**config.mk**
```make
export PLATFORM = sky130hd
export DESIGN_NAME = tagged_arith_unit
export DESIGN_NICKNAME = d
export VERILOG_FILES = /design/src/rtl/tagged_arith_pkg.sv /design/src/rtl/tag_guard.sv /design/src/rtl/tag_arith.sv /design/src/rtl/tag_commit.sv /design/src/rtl/tagged_arith_unit.sv
export SDC_FILE = /design/constraint.sdc
export NUM_CORES = 1
export LEC_CHECK = 0
export ABC_CLOCK_PERIOD_IN_PS = 7400
export BUFFER_PORTS_ARGS = -buffer_cell sky130_fd_sc_hd__buf_2
export CAP_MARGIN = 25
export CORE_MARGIN = 3
export CORE_UTILIZATION = 45
export DETAILED_ROUTE_END_ITERATION = 10
export PLACE_DENSITY = 0.74
export SKIP_CTS_REPAIR_TIMING = 1
export SYNTH_ARGS = -nofsm -noshare
export SYNTH_HDL_FRONTEND = slang
export SYNTH_SLANG_ARGS = --single-unit
```
**constraint.sdc**
```tcl
create_clock -name clk -period 7.4 [get_ports clk]
set_input_delay 1.85 -clock clk [delete_from_list [all_inputs] [get_ports clk]]
set_output_delay 1.85 -clock clk [all_outputs]
set_load 0.1 [all_outputs]
```
**src/rtl/tagged_arith_pkg.sv**
```systemverilog
// Shared types for the tagged arithmetic unit.
// Assumes flags are packed most significant first as N, Z, V, C.
package tagged_arith_pkg;
    typedef struct packed {
        logic neg;
        logic zero;
        logic ovf;
        logic cry;
    } cc_flags_t;

    typedef enum logic {
        OP_ADD = 1'b0,
        OP_SUB = 1'b1
    } arith_op_e;
endpackage

```
**src/rtl/tag_guard.sv**
```systemverilog
// Detects a tag violation: any set bit in the low TAG_W bits of either operand.
// Assumes TAG_W is at least 1 and below W.
module tag_guard #(
    parameter int W     = 32,
    parameter int TAG_W = 2
) (
    input  logic [W-1:0] a,
    input  logic [W-1:0] b,
    output logic         tag_bad
);
    logic [TAG_W-1:0] bit_bad;

    // one OR per tag bit position
    for (genvar i = 0; i < TAG_W; i++) begin : g_tagbit
        assign bit_bad[i] = a[i] | b[i];
    end

    assign tag_bad = |bit_bad;
endmodule

```
**src/rtl/tag_arith.sv**
```systemverilog
// Computes the sum or difference, carry/borrow out, and signed overflow.
// Assumes two's-complement operands; it is purely combinational.
module tag_arith
    import tagged_arith_pkg::*;
#(
    parameter int W = 32
) (
    input  arith_op_e    op,
    input  logic [W-1:0] a,
    input  logic [W-1:0] b,
    output logic [W-1:0] res,
    output logic         cout,
    output logic         sovf
);
    logic [W:0] wide;

    // W+1 bit add or subtract; the top bit is the carry (add) or the borrow (sub)
    always_comb begin
        if (op == OP_SUB) wide = {1'b0, a} - {1'b0, b};
        else              wide = {1'b0, a} + {1'b0, b};
    end

    assign res  = wide[W-1:0];
    assign cout = wide[W];

    // apply the sign rule for the selected operation
    always_comb begin
        if (op == OP_SUB) sovf = (a[W-1] ^ b[W-1]) & (a[W-1] ^ res[W-1]);
        else              sovf = ~(a[W-1] ^ b[W-1]) & (a[W-1] ^ res[W-1]);
    end
endmodule

```
**src/rtl/tag_commit.sv**
```systemverilog
// Output register stage: it raises one strobe per accepted operation and
// loads the result and flags only when the operation did not trap.
// Assumes synchronous active-low reset.
module tag_commit
    import tagged_arith_pkg::*;
#(
    parameter int W = 32
) (
    input  logic         clk,
    input  logic         rst_n,
    input  logic         take,
    input  logic         trap_req,
    input  logic [W-1:0] res_in,
    input  cc_flags_t    flg_in,
    output logic         valid_q,
    output logic         trap_q,
    output logic [W-1:0] res_q,
    output cc_flags_t    flg_q
);
    // strobe registers: one outcome per accepted operation
    always_ff @(posedge clk) begin
        if (!rst_n) begin
            valid_q <= 1'b0;
            trap_q  <= 1'b0;
        end else begin
            valid_q <= take & ~trap_req;
            trap_q  <= take & trap_req;
        end
    end

    // architectural state: written only on success
    always_ff @(posedge clk) begin
        if (!rst_n) begin
            res_q <= '0;
            flg_q <= '0;
        end else if (take && !trap_req) begin
            res_q <= res_in;
            flg_q <= flg_in;
        end
    end

    p_state_held_r7: assert property (@(posedge clk) disable iff (!rst_n)
        trap_q |-> ($stable(res_q) && $stable(flg_q)));
endmodule

```
**src/rtl/tagged_arith_unit.sv**
```systemverilog
// Tagged add/subtract with a tag-overflow trap. A tag violation or a signed
// overflow traps. Otherwise the result and the {N,Z,V,C} flags are committed.
// Assumes one operation per in_valid cycle and a one-cycle latency.
module tagged_arith_unit
    import tagged_arith_pkg::*;
#(
    parameter int W     = 32,
    parameter int TAG_W = 2
) (
    input  logic         clk,
    input  logic         rst_n,
    input  logic         in_valid,
    input  logic         op_sub,
    input  logic [31:0]  opnd_a,
    input  logic [31:0]  opnd_b,
    output logic         out_valid,
    output logic         out_trap,
    output logic [31:0]  out_result,
    output logic [3:0]   out_flags
);
    localparam int MSB = W - 1;

    arith_op_e   op;
    logic        tag_bad;
    logic [MSB:0] sum;
    logic        cout;
    logic        sovf;
    cc_flags_t   flg_next;
    cc_flags_t   flg_q;

    assign op = op_sub ? OP_SUB : OP_ADD;

    tag_guard #(.W(W), .TAG_W(TAG_W)) u_guard (
        .a       (opnd_a),
        .b       (opnd_b),
        .tag_bad (tag_bad)
    );

    tag_arith #(.W(W)) u_arith (
        .op   (op),
        .a    (opnd_a),
        .b    (opnd_b),
        .res  (sum),
        .cout (cout),
        .sovf (sovf)
    );

    // success flags: V is always clear because an overflow traps instead
    always_comb begin
        flg_next.neg  = sum[MSB];
        flg_next.zero = (sum == '0);
        flg_next.ovf  = 1'b0;
        flg_next.cry  = cout;
    end

    tag_commit #(.W(W)) u_commit (
        .clk      (clk),
        .rst_n    (rst_n),
        .take     (in_valid),
        .trap_req (tag_bad | sovf),
        .res_in   (sum),
        .flg_in   (flg_next),
        .valid_q  (out_valid),
        .trap_q   (out_trap),
        .res_q    (out_result),
        .flg_q    (flg_q)
    );

    assign out_flags = flg_q;

    // independent signed-range reference used by the overflow checks
    logic signed [W:0] chk_wide;
    always_comb begin
        if (op_sub) chk_wide = $signed({opnd_a[MSB], opnd_a}) - $signed({opnd_b[MSB], opnd_b});
        else        chk_wide = $signed({opnd_a[MSB], opnd_a}) + $signed({opnd_b[MSB], opnd_b});
    end

    p_tag_traps_r4: assert property (@(posedge clk) disable iff (!rst_n)
        (in_valid && (opnd_a[TAG_W-1:0] != '0 || opnd_b[TAG_W-1:0] != '0)) |=> out_trap);
    p_add_range_r5: assert property (@(posedge clk) disable iff (!rst_n)
        (in_valid && !op_sub && chk_wide[W] != chk_wide[MSB]) |=> out_trap);
    p_sub_range_r6: assert property (@(posedge clk) disable iff (!rst_n)
        (in_valid && op_sub && chk_wide[W] != chk_wide[MSB]) |=> out_trap);
    p_one_outcome_r9: assert property (@(posedge clk) disable iff (!rst_n)
        in_valid |=> (out_valid ^ out_trap));
    p_no_spurious_r9: assert property (@(posedge clk) disable iff (!rst_n)
        !in_valid |=> (!out_valid && !out_trap));
    p_v_clear_r8: assert property (@(posedge clk) disable iff (!rst_n)
        out_valid |-> (!out_flags[1] && out_flags[2] == (out_result == '0)));
endmodule

```
# After elaboration in Yosys (flattened, before gate mapping)
# Index checks and enable logic that the tools add are counted.
[totals] inputBits=68 reg_bits=37
[classes] muxes=3 addsub=2 bitwise=11 reduce_logical=4
[ops] operator="adder 32 x 32 -> 33 bit" n=1
[ops] operator="2-to-1 mux 33 bit" n=1
[ops] operator="subtractor 32 x 32 -> 33 bit" n=1
[ops] operator="zero test 32 bit" n=1
[ops] operator="bitwise AND 1 bit" n=4
[ops] operator="bitwise OR 1 bit" n=3
[ops] operator="2-to-1 mux 1 bit" n=2
[ops] operator="NOT 1 bit" n=2
[ops] operator="OR reduction 2 bit" n=1
[ops] operator="XOR 1 bit" n=2
[ops] operator="logical AND 1 bit" n=1
[ops] operator="zero test 1 bit" n=1

# Depth between registers and ports, before layout
[logic_depth] ltp_word=8 ltp_mapped=22 ltp_nobuf=20

# By module
# Synthesis repeated with hierarchy kept, for this count alone.
[hier_totals] cells_unflattened=545 hier_area_um2=4167.7
[by_module_without_submodules] mod="tag_arith" seq_area_each_um2=0.0 cells_each=370 area_each_um2=2537.4 n_inst=1
[by_module_without_submodules] mod="tag_commit" seq_area_each_um2=760.7 cells_each=161 area_each_um2=1540.2 n_inst=1
[by_module_without_submodules] mod="tagged_arith_unit" seq_area_each_um2=0.0 cells_each=13 area_each_um2=82.6 n_inst=1
[by_module_without_submodules] mod="tag_guard" seq_area_each_um2=0.0 cells_each=1 area_each_um2=7.5 n_inst=1

# Worst setup path before layout
# No wires, ideal clock.
[synth_path] kind="input to register" from="in opnd_b[4]" to="reg u_commit.flg_q[2] (netlist name)" cell_stages=19 t_arrival_ns=6.284 t_required_ns=7.316 slack_ns=1.032 setup_ns=0.084 path_buffers=0 cell_sequence="or3_1 -> or3_1 -> nor4_1 -> nand3b_1 -> nor3b_1 -> nand2_1 -> o41ai_1 -> xor2_1 -> ha_1 -> nand2_1 -> o21a_1 -> o21ai_0 -> nor2b_1 -> a211oi_2 -> xnor2_1 -> mux2i_2 -> nand3_2 -> or3_1 -> o31ai_2"
[synth_via] elab_chain_cells=8 word_cells_on_any_way=11 classes_between="2 x add/sub; 2 x mux; 4 x bitwise; 3 x reduce/logical"
[synth_rtl] element="start, declared" line="tagged_arith_unit.sv:15" rtl="input logic [31:0] opnd_b,"
[synth_rtl] element="adder 32 x 32 -> 33 bit or subtractor 32 x 32 -> 33 bit (tied branches)" line="tag_arith.sv:20, tag_arith.sv:19"
[synth_rtl] element="2-to-1 mux 33 bit (*)" line="tag_arith.sv:19" rtl="if (op == OP_SUB) wide = {1'b0, a} - {1'b0, b};"
[synth_rtl] element="XOR 1 bit" line="tag_arith.sv:28, tag_arith.sv:29"
[synth_rtl] element="bitwise AND 1 bit (on tied branches)" line="tag_arith.sv:29, tag_arith.sv:28"
[synth_rtl] element="2-to-1 mux 1 bit" line="tag_arith.sv:28" rtl="if (op == OP_SUB) sovf = (a[W-1] ^ b[W-1]) & (a[W-1] ^ res[W-1]);"
[synth_rtl] element="bitwise OR 1 bit" line="tagged_arith_unit.sv:60" rtl=".trap_req (tag_bad | sovf),"
[synth_rtl] element="zero test 1 bit" line="tag_commit.sv:36" rtl="end else if (take && !trap_req) begin"
[synth_rtl] element="logical AND 1 bit" line="tag_commit.sv:36"
# Mark *: on every way between the ends. The rest lies on a longest branch, timed or not.
# A chain may end at the register's enable or synchronous reset.

# Worst setup path in the final report
[layout_path] from="in opnd_b[4]" to="reg u_commit.res_q[6]"
[layout_via] elab_chain_cells=8 word_cells_on_any_way=10 classes_between="2 x add/sub; 2 x mux; 4 x bitwise; 2 x reduce/logical"
[layout_rtl] element="adder 32 x 32 -> 33 bit or subtractor 32 x 32 -> 33 bit (tied branches)" line="tag_arith.sv:20, tag_arith.sv:19"
[layout_rtl] element="2-to-1 mux 33 bit (*)" line="tag_arith.sv:19"
[layout_rtl] element="XOR 1 bit" line="tag_arith.sv:28, tag_arith.sv:29"
[layout_rtl] element="bitwise AND 1 bit (on tied branches)" line="tag_arith.sv:29, tag_arith.sv:28"
[layout_rtl] element="2-to-1 mux 1 bit" line="tag_arith.sv:28"
[layout_rtl] element="bitwise OR 1 bit" line="tagged_arith_unit.sv:60"
[layout_rtl] element="zero test 1 bit" line="tag_commit.sv:36"
[layout_rtl] element="logical AND 1 bit" line="tag_commit.sv:36"
[layout_rtl] element="end signal, assigned" line="tag_commit.sv:37" rtl="res_q <= res_in;"
[layout_rtl] element="end, declared" line="tag_commit.sv:17" rtl="output logic [W-1:0] res_q,"
# Marks and branches as above.

==> out/metrics.cfg <==
[floorplanning]
start_util_pct = 46.7
core.rowCount = 33
core_um2 = 8260
die_h_um = 98.6
dieWidth_um = 98.6
dieArea_um2 = 9720
ios = 106

[finish]
nNetsFinal = 707
antenna_cells = 0
layout-drive-gt1-share_pct = 21.2
syn_to_final_growth_pct = 18.3
stdcell_area_um2 = 4560

[synthesis]
yosys.area.top_type = dfxtp_1
synth_warnings = 0
syn_nets = 612
ys_seq_area_share_pct = 18.7
synth_area_um2 = 3860
synth_area_leaders = dfxtp_1 19%, ha_1 11%, xnor2_1 8.9%, mux2i_1 7.3%, nor2_1 7.1%
syn_inst = 509
synth_flop_cell = dfxtp_1
syn_avg_cell_area_um2 = 7.58
synth-edff-count = 0
yosysMostFrequentCell = nor2_1
ys_seq_elements = 36
synthArstFlopShare_pct = 0
synth_top_cells_by_count = 73 x nor2_1, 40 x a21oi_1, 39 x xnor2_1
synth_cell_types = 63
synth.top_cell.area_share_pct = 18.7

[sta]
finalMaxSlewViolations = 0
slew_headroom_pct = 36.1
fmax_mhz = 145
min_period_ns = 6.90
fin_setup_tns_ns = 0
timing.final.crit_share_pct = 93.3
finClkSkew_ns = 0
whs_ns = 0.496
tightest_slew_ns = 0.957
setup_viol = 0
finalHoldViolCount = 0
rsz0062_at_grt = false

[placed_design]
portBuffers = 104
gp_congestion = 0.876
dp_hpwl_mm = 8.65
place_area_um2 = 4460

[route]
drc = 0
via_count = 3947
first_iter_violations = 198
drt_pass1_iterations = 5
antenna_left = 0
wl_per_cell_um = 14.5
via_per_inst = 5.56
wl_mm = 10.3

[critical_path]
required_ns = 7.61
critPathKind = input port to register
cp_max_fo = 19
crit_start = opnd_b[4]
regToRegStartpoint = u_commit.res_q[6]
cp-end-kind = register
start_kind = input port
arrival_ns = 7.12

[hold_path]
min_path_type = register to register
hold_start = u_commit.flg_q[2]

[global_route]
grt.total_usage_pct = 20.7
antenna_found_initial = 0
grt_max_degree = 34
grt_overflow_total = 0
grt_pass1_wl_mm = 16.9
grt_pass1_vias = 3686

[clock_network]
clockBufferDepth = 2
clock_latency_ns = 0.29
cts.sinks = 36
clkSlewWorstSetupHoldPaths_ns = 0.07
cts_tree = yes
cts_made_buffers = 5
clockRootBuffer = clkbuf_8
h-tree-depth = 2

[pwr]
peakVddDrop_uv = 75.3
pwr_density_cell_nw_per_um2 = 167
p_leak_uw = 0.00222

[status]
status = complete, no violations

[run]
max_cap_viol_count = 0

==> metal layers <==
layer	share of wire, %	global-route usage, %	wire (µm)	up-vias
li1	-	-	-	2015
met1	49	29.4	5070	1812
met2	45	33.3	4640	111
met3	4.5	2.69	465	9
met4	1.2	5.15	126	0
met5	0	0	0	-
==> state kept, by name, indices dropped and copies added, names as in the netlist <==
register,cells
u_commit.res_q,31
u_commit.flg_q,3
u_commit.trap_q,1
u_commit.valid_q,1
==> report_power, final <==
group,switching [µW],internal [µW],total [µW],leakage (µW)
sequential,2.10,198,200,0.000291
clock,66.9,99.9,167,0.0000552
combinational,246,150,396,0.00187
==> layout by cell type, fill, tap and decap left out, types with 2 or more instances in the layout <==
cell type	netlist	layout
and3_1	7	7
mux2_2	4	4
xor2_1	20	20
nor3b_1	4	4
a21oi_1	40	40
or4_1	3	3
nor2_1	73	73
a21boi_1	2	2
nor3_1	16	16
buf_2	3	104
nand2_1	28	28
nand3_1	10	10
nor4_1	6	6
a221oi_1	2	2
a31oi_1	10	10
nand3b_1	2	2
inv_1	19	19
ha_1	34	34
or3_1	4	4
and2_1	7	7
a311oi_1	2	2
o21a_1	4	4
a21o_1	7	7
o21bai_1	3	3
o211ai_1	4	4
nor2b_1	4	4
o21ai_0	21	21
clkbuf_8	0	5
dfxtp_1	36	36
buf_4	2	5
mux2i_1	28	28
nand4_1	10	10
a211oi_1	2	2
o41ai_1	3	3
a22oi_1	2	2
nand2b_1	7	7
xnor2_1	39	39
==> critical path: stages <==
cell      delay (ns)
buf_2           0.11
or3_1           0.38
or3_1           0.36
nor4_1          0.39
nand3b_1        0.19
nor3b_1         0.44
nand2_1         0.17
o41ai_1         0.33
xor2_1          0.13
ha_1            0.39
nand2_1         0.15
o21a_1          0.22
o21ai_0         0.26
nor2b_1         0.21
a211oi_2        0.06
xnor2_1         0.29
mux2i_2         0.38
nand3_2         0.13
buf_4           0.27
mux2_2          0.30
nor2_1          0.10
==> cell families after synthesis <==
kind of cell / Yosys count / synth area share, %
buffers and inverters: 40 / 4.19
DFF: 36 / 18.7
adders and majority gates: 35 / 11.6
muxes: 33 / 8.79
AOI/OAI and AO/OA: 118 / 19.6
and+or+nand+nor: 187 / 23.7
other: 1 / 0.0972
xor gates and xnor gates: 59 / 13.4
==> cell type report <==
type | count | area, µm²
fill | 803 | 3690
multi-input combinational | 433 | 2970
sequential | 36 | 721
timing repair buffer | 109 | 558
tap | 105 | 131
clock buffer | 6 | 72.6
inverter | 19 | 71.3
clock inverter | 2 | 35.0
==> final timing paths <==
| path | cells after the start | end | slack [ns] |
|---|---|---|---|
| setup / recovery | 21 | u_commit.res_q[6] | 0.50 |
| setup reg to reg | 3 | u_commit.res_q[6] | 6.59 |
| hold / removal | 2 | u_commit.flg_q[2] | 0.50 |
| hold reg to reg | 2 | u_commit.flg_q[2] | 0.50 |
==> per-stage QoR <==
stage	cells	util (%)	setup slack [ns]	total power, µW
floorplan	509	-	1.03	495
global placement	702	54.0	0.321	592
detailed placement	702	54.0	0.166	596
CTS	710	55.3	0.480	764
global route	710	55.3	0.0763	813
finish	710	55.3	0.496	763
Note: power is estimated with default switching activity, not from simulation.
